==> src/rtl/fperr_pkg.sv <==
package fperr_pkg;

  typedef enum logic [1:0] {
    ST_IDLE   = 2'd0,
    ST_RAISED = 2'd1,
    ST_MUTED  = 2'd2
  } fperr_state_e;

  localparam logic [1:0] SZ_BYTE  = 2'b00;
  localparam logic [1:0] SZ_WORD  = 2'b01;
  localparam logic [1:0] SZ_DWORD = 2'b10;

endpackage

==> src/rtl/fperr_rst_sync.sv <==
module fperr_rst_sync #(
  parameter int STAGES = 2
) (
  input  logic clk,
  input  logic arst_n,
  output logic srst_n
);

  logic [STAGES-1:0] sync_q;

  generate
    if (STAGES == 1) begin : g_single
      always_ff @(posedge clk or negedge arst_n) begin
        if (!arst_n) sync_q <= '0;
        else         sync_q <= 1'b1;
      end
    end else begin : g_chain
      always_ff @(posedge clk or negedge arst_n) begin
        if (!arst_n) sync_q <= '0;
        else         sync_q <= {sync_q[STAGES-2:0], 1'b1};
      end
    end
  endgenerate

  assign srst_n = sync_q[STAGES-1];

endmodule

==> src/rtl/fperr_ack_decode.sv <==
module fperr_ack_decode
  import fperr_pkg::*;
#(
  parameter int                ADDR_W   = 16,
  parameter logic [ADDR_W-1:0] ACK_BASE = 16'h00F0
) (
  input  logic              wr_i,
  input  logic [ADDR_W-1:0] addr_i,
  input  logic [1:0]        size_i,
  output logic              ack_o
);

  // The acknowledge window is a pair of ports: ACK_BASE and ACK_BASE+1.
  localparam int PAIR_W = ADDR_W - 1;
  localparam logic [PAIR_W-1:0] PAIR_TAG = ACK_BASE[ADDR_W-1:1];

  logic port_hit;
  logic byte_wide;

  assign port_hit  = (addr_i[ADDR_W-1:1] == PAIR_TAG);
  assign byte_wide = (size_i == SZ_BYTE);
  assign ack_o     = wr_i && port_hit && byte_wide;

endmodule

==> src/rtl/fperr_fsm.sv <==
module fperr_fsm
  import fperr_pkg::*;
(
  input  logic clk,
  input  logic srst_n,
  input  logic ne_i,
  input  logic es_i,
  input  logic ack_i,
  output logic irq_o,
  output logic ign_o
);

  fperr_state_e state_q, state_n;
  logic         state_en;
  logic         irq_n, ign_n;

  // Next state: native mode wins, then error clearing, then acknowledge.
  always_comb begin
    state_n = state_q;
    unique case (state_q)
      ST_IDLE: begin
        if (!ne_i && es_i) state_n = ST_RAISED;
      end
      ST_RAISED: begin
        if (ne_i)       state_n = ST_IDLE;
        else if (!es_i) state_n = ST_IDLE;
        else if (ack_i) state_n = ST_MUTED;
      end
      ST_MUTED: begin
        if (!es_i) state_n = ST_IDLE;
      end
      default: state_n = ST_IDLE;
    endcase
  end

  assign state_en = (state_n != state_q);
  assign irq_n    = (state_n == ST_RAISED);
  assign ign_n    = (state_n == ST_MUTED);

  always_ff @(posedge clk or negedge srst_n) begin
    if (!srst_n) begin
      state_q <= ST_IDLE;
      irq_o   <= 1'b0;
      ign_o   <= 1'b0;
    end else if (state_en) begin
      state_q <= state_n;
      irq_o   <= irq_n;
      ign_o   <= ign_n;
    end
  end

  AST_NATIVE_MASKS: assert property (@(posedge clk) disable iff (!srst_n)
    ne_i |=> !irq_o);

  AST_NO_ES_NO_IRQ: assert property (@(posedge clk) disable iff (!srst_n)
    !es_i |=> !irq_o);

  AST_ACK_MUTES: assert property (@(posedge clk) disable iff (!srst_n)
    (irq_o && ack_i && !ne_i && es_i) |=> (!irq_o && ign_o));

  AST_MUTE_HOLDS: assert property (@(posedge clk) disable iff (!srst_n)
    (ign_o && es_i) |=> (ign_o && !irq_o));

  AST_MUTE_EXITS: assert property (@(posedge clk) disable iff (!srst_n)
    (ign_o && !es_i) |=> (!ign_o && !irq_o));

  AST_IDLE_ACK_INERT: assert property (@(posedge clk) disable iff (!srst_n)
    (!irq_o && !ign_o && ack_i) |=> !ign_o);

  AST_OUTS_EXCLUSIVE: assert property (@(posedge clk) disable iff (!srst_n)
    !(irq_o && ign_o));

endmodule

==> src/rtl/fperr_irq_ctrl.sv <==
module fperr_irq_ctrl
  import fperr_pkg::*;
#(
  parameter int                ADDR_W      = 16,
  parameter logic [ADDR_W-1:0] ACK_BASE    = 16'h00F0,
  parameter int                SYNC_STAGES = 2
) (
  input  logic              clk,
  input  logic              rst_n,
  input  logic              ne_i,
  input  logic              es_i,
  input  logic              io_wr_i,
  input  logic [ADDR_W-1:0] io_addr_i,
  input  logic [1:0]        io_size_i,
  output logic              irq13_o,
  output logic              fpu_ignore_o
);

  logic srst_n;
  logic ack;

  fperr_rst_sync #(.STAGES(SYNC_STAGES)) u_rst_sync (
    .clk    (clk),
    .arst_n (rst_n),
    .srst_n (srst_n)
  );

  fperr_ack_decode #(.ADDR_W(ADDR_W), .ACK_BASE(ACK_BASE)) u_ack_dec (
    .wr_i   (io_wr_i),
    .addr_i (io_addr_i),
    .size_i (io_size_i),
    .ack_o  (ack)
  );

  fperr_fsm u_fsm (
    .clk    (clk),
    .srst_n (srst_n),
    .ne_i   (ne_i),
    .es_i   (es_i),
    .ack_i  (ack),
    .irq_o  (irq13_o),
    .ign_o  (fpu_ignore_o)
  );

endmodule

==> config.mk <==
export PLATFORM = sky130hd
export DESIGN_NAME = fperr_irq_ctrl
export DESIGN_NICKNAME = d
export VERILOG_FILES = /design/src/rtl/fperr_pkg.sv /design/src/rtl/fperr_rst_sync.sv /design/src/rtl/fperr_ack_decode.sv /design/src/rtl/fperr_fsm.sv /design/src/rtl/fperr_irq_ctrl.sv
export SDC_FILE = /design/constraint.sdc
export NUM_CORES = 1
export LEC_CHECK = 0
export BUFFER_PORTS_ARGS = -buffer_cell sky130_fd_sc_hd__buf_2
export CAP_MARGIN = 20
export CORE_MARGIN = 2
export CORE_UTILIZATION = 25
export CTS_CLUSTER_DIAMETER = 30
export DETAILED_ROUTE_END_ITERATION = 8
export SLEW_MARGIN = 20
export SYNTH_ARGS = -nofsm -noshare
export SYNTH_HDL_FRONTEND = slang
export SYNTH_SLANG_ARGS = --single-unit
==> constraint.sdc <==
create_clock -name clk -period 0.8 [get_ports clk]
set_input_delay 0.12 -clock clk [delete_from_list [all_inputs] [get_ports clk]]
set_output_delay 0.12 -clock clk [all_outputs]
set_load 0.1 [all_outputs]
* Yosys cells after proc, flatten, opt, wreduce, memory -nomap -nowiden
Cells that the tools add are included.
** Cells by class
- Multiplexer cells :: 6
- Equal/unequal tests :: 6
- Reduce and logical (&&, ||, !) cells :: 6
** Operators with widths (count)
- $eq 15x7->1 const B :: 1
- $mux 2 :: 5
- $pmux 2 s3 :: 1
- $eq 2x1->1 const B :: 2
- $eq 2x2->1 const B :: 2
- $logic_not 2->1 :: 2
- $logic_and 1x1->1 :: 3
- $ne 2x2->1 :: 1
- $logic_not 1->1 :: 1
** Word-level totals
- Output and inout port bits :: 2
- Word-level logic and storage cells :: 22
- Input bits :: 23
- Register bits after elaboration :: 6

* Depth between registers and ports, before layout
- Depth in word-level cells :: 8
- Gate-level depth with buffers :: 4
- Gate-level depth less buffers :: 4

* By module
A second synthesis with hierarchy kept.
** Second synthesis, totals
- Cells, all modules :: 31
- Area total of the unflattened synthesis :: 297.8 um2
** By module, submodules not included
- fperr_fsm :: cells an instance 20, seq. area each 100.1 um2, times used 1, area an instance 190.2 um2
- fperr_ack_decode :: cells an instance 8, seq. area each 0.0 um2, times used 1, area an instance 53.8 um2
- fperr_rst_sync :: cells an instance 3, seq. area each 50.0 um2, times used 1, area an instance 53.8 um2

* Least setup slack after synthesis
OpenSTA, ideal clock, no wires.
- Kind :: register -> register
- Start :: register, netlist name u_fsm.irq_o
- End :: register u_fsm.irq_o
- Path buffers :: 0
- Required time :: 0.710 ns
- Period minus slack after synthesis :: 1.345 ns
- Library setup time :: 0.090 ns
- Data arrival time :: 1.255 ns
- Slack :: -0.545 ns
- Stages on the path, launching flop included :: 3
- Path through :: dfrtp_1 nand3_1 o221ai_1
** RTL lines
- to (signal assigned) :: line fperr_fsm.sv:47 : irq_o <= irq_n;
- to (decl) :: line fperr_fsm.sv:9 : output logic irq_o,

* Worst setup path in the final report
- Start :: register u_fsm.state_q[1]
- End :: register u_fsm.ign_o
** Between the ends
- Cells in the longest elaborated chain, start to end :: 5
- Elaborated cells on any way between the ends :: 11
** RTL lines
- from (decl) :: line fperr_fsm.sv:13 : fperr_state_e state_q, state_n;
- from (signal assigned) :: line fperr_fsm.sv:46 : state_q <= state_n;
- $mux 2 :: line fperr_fsm.sv:27 : else if (ack_i) state_n = ST_MUTED;
- $mux 2 :: line fperr_fsm.sv:26 : else if (!es_i) state_n = ST_IDLE;
- $mux 2 :: line fperr_fsm.sv:25 : if (ne_i) state_n = ST_IDLE;
- $pmux 2 s3 :: line fperr_fsm.sv:20 : unique case (state_q)
- $eq 2x2->1 or $ne 2x2->1 (tied branches) :: line fperr_fsm.sv:38, fperr_fsm.sv:36
- to (signal assigned) :: line fperr_fsm.sv:48 : ign_o <= ign_n;
- to (decl) :: line fperr_fsm.sv:10 : output logic ign_o
Several ways; a longest one is shown, not always the timed one.
A chain may end at the register's enable or synchronous reset.

==> impl_results.md <==
- First-pass GRT wire length: approximately 1200 um
- Fin cells: 82
- Die width: 40.6 um
- Die H: about 41 um
- N_diodes: 0
- Fillers: between 100 and 150
- Leakage power: 0.284 nW
- Area occupied by multi-input gates: about 230 um2
- Layout cell share with drive strength beyond 1: between 60 and 70%
- WP data arrival: around 1.2 ns
- Kind of critical path: register to register
- Post-route cell area: 641 um2
- Failing checks: negative setup slack
- Top Ports: 25
- H-tree levels: 1
- HP Class: register to asynchronous set/reset pin
- Worst path slowest cell: dfrtp_1
- Synth Cell Area: between 300 and 400 um2
- PwrDens: 1280 nW/um2
- Mapped Nets: 58
- CTS Buf Count: 3
- Largest net degree at the start of global routing: 6
- Core Util, Final: about half
- Largest stage delay, worst path: approximately 0.41 ns
- Via/cell ratio: about 4.9
- CTS root buffer: clkbuf_4
- Crit. End Element: register
- Dpl hpwl: 669 um
- Maximum buffer depth of the clock tree: 2
- WL per Instance: 10.8 um
- Commonest non-fill, non-tap cell in the layout: buf_2
- Post-Synthesis Cells: 35
- Gpl congestion: around 0.78
- Crit path max-delay family: simple AND/OR/NAND/NOR gates
- Vias in the first global route: ~330
- Fin crit period: 1.05 ns
- Commonest cells after routing, fill and taps aside: 21 x buf_2, 4 x nor2_1
- Max Clock Skew: 0.00706 ns
- Outcome: finished, violations left
- Total die area: 1640 um2
- Sink Count: 6
- VDD IR-drop max: a little over 700 uV
- PortBufs: 23
- Max-Cap Viols: 0
- DR DRC count: 0
- Final ANT Viol Nets: 0
- Worst hold slack: 0.0542 ns
- CTS tree: built
- GRT Total Usage: between 10 and 15%
- Mapped Avg Cell Area: between 9 and 10 um2
- Starting DRT DRC Count: 2
- CP Cell Sequence: nor4bb_2, nand2_1, nand3_1, a21o_1
- Yosys warns: 0
- Hold Vio Cnt, Final: 0
- Worst path buffer plus inverter count: 0
- Post-synthesis sequential area ratio: between 40 and 50%
- Grt ovf: 0
- Core Region: between 1000 and 1500 um2
- Cell row count: 13
- First drt pass iteration count: 2
- RSZ-0062 raised after global routing: true
- Starting Density: between 20% and 30%
- Area Growth Syn to Fin: 91.8%
- Clock-pin slew on the worst setup and hold paths: around 0.050 ns
- Worst Slack Setup Final: -0.250 ns
- # nets final: between 90 and 100
- CP max FO: 4
- Final period util: 131%
- DR vias: 400
- Final setup viols: 6
- Dpl cell area: ~560 um2
- Antenna violations before repair: 0
- WP data required: 0.98 ns
- Fin. max-slew vios: 0
- Synth unique cells: 19
- Worst-Skew Late Latency: about 0.24 ns
- Peak Freq: 952 MHz
- Cell Count Post-Placement: 76
- FF+latch area: 159 um2
- Detailed Route WL: 882 um
- Critical Path Source Type: register
- Seq cells post-synth: 6
sequential cells by signal (all words and copies together), names as in the netlist:
signal and cells:
u_fsm.state_q 2, u_rst_sync.sync_q 2, u_fsm.ign_o 1, u_fsm.irq_o 1
metal layers:
metal | vias to the layer above | track usage, % | wire length (um)
met5 | - | 0 | 0
met4 | 0 | 7.50 | 0
li1 | 191 | - | -
met3 | 0 | 1.67 | 122
met1 | 187 | 11.9 | 343
met2 | 22 | 19.4 | 416
what timing repair did:
item	4_1_cts	5_1_grt
endpoints found under the setup margin	6	6
hold buffers	1	0
resized for setup	5	4
pin swaps	2	1
hold endpoints to repair	2	0
buffers inserted	2	0
power by group:
group | internal [mW] | switching, mW
Clock | 0.170 | 0.110
Combinational | 0.107 | 0.0955
Sequential | 0.322 | 0.0174
Total | 0.598 | 0.223
Yosys cell counts:
library cell,number,share of area (%)
a21o_1,1,2.2
nand2_1,3,3.4
dfrtp_1,6,45
nor2b_1,2,3.7
o221ai_1,1,2.6
nand3_1,5,7.5
o21bai_1,1,2.2
nor2_1,5,5.6
nor4_2,1,3.7
and2_1,1,1.9
nor4b_2,1,4.5
conb_1,1,1.1
a211oi_1,1,2.2
and4bb_2,1,3.7
nor4bb_1,1,3.0
nand2b_1,1,1.9
o32ai_1,1,2.6
nand4_1,1,1.9
inv_1,1,1.1
per-stage QoR:
stage	setup slack [ns]	TNS, ns	total power, mW
5_1_grt	-0.334	-1.33	0.867
6_report	-0.250	-1.08	0.821
4_1_cts	-0.254	-1.19	0.834
2_1_floorplan	-0.234	-0.655	0.419
3_3_place_gp	-0.364	-1.15	0.519
3_5_place_dp	-0.354	-1.13	0.521
worst paths after layout:
| path | start | to | slack, ns | depth (start not counted) |
|---|---|---|---|---|
| setup / recovery | u_fsm.state_q[1] | u_fsm.ign_o | -0.25 | 4 |
| hold / removal | u_rst_sync.sync_q[1] | u_fsm.ign_o | 0.05 | 0 |
| setup reg to reg | u_fsm.state_q[1] | u_fsm.ign_o | -0.25 | 4 |
| hold reg to reg | u_rst_sync.sync_q[1] | u_fsm.ign_o | 0.05 | 0 |
| max in group asynchronous | rst_n | u_rst_sync.sync_q[0] | 0.51 | 2 |
| min in group clk | es_i | u_fsm.state_q[1] | 0.15 | 2 |
kinds of logic (layout without fill, tap and decap cells):
family	after synthesis	count (layout)	share of synthesized area [%]
buffers and inverters	1	33	1.12
and+or+nand+nor	22	22	40.8
DFF	6	6	44.9
AOI/OAI and AO/OA	5	5	12.0
other	1	1	1.12
area by class of cell:
cell class / count / area share [%]
Tap cell: 15 / 2.93
Clock buffer: 3 / 3.52
Timing Repair Buffer: 29 / 31.8
Multi-Input combinational cell: 28 / 36.3
Inverter: 1 / 0.586
Sequential cell: 6 / 24.8
No activity file was read; power rests on OpenSTA's default activity.
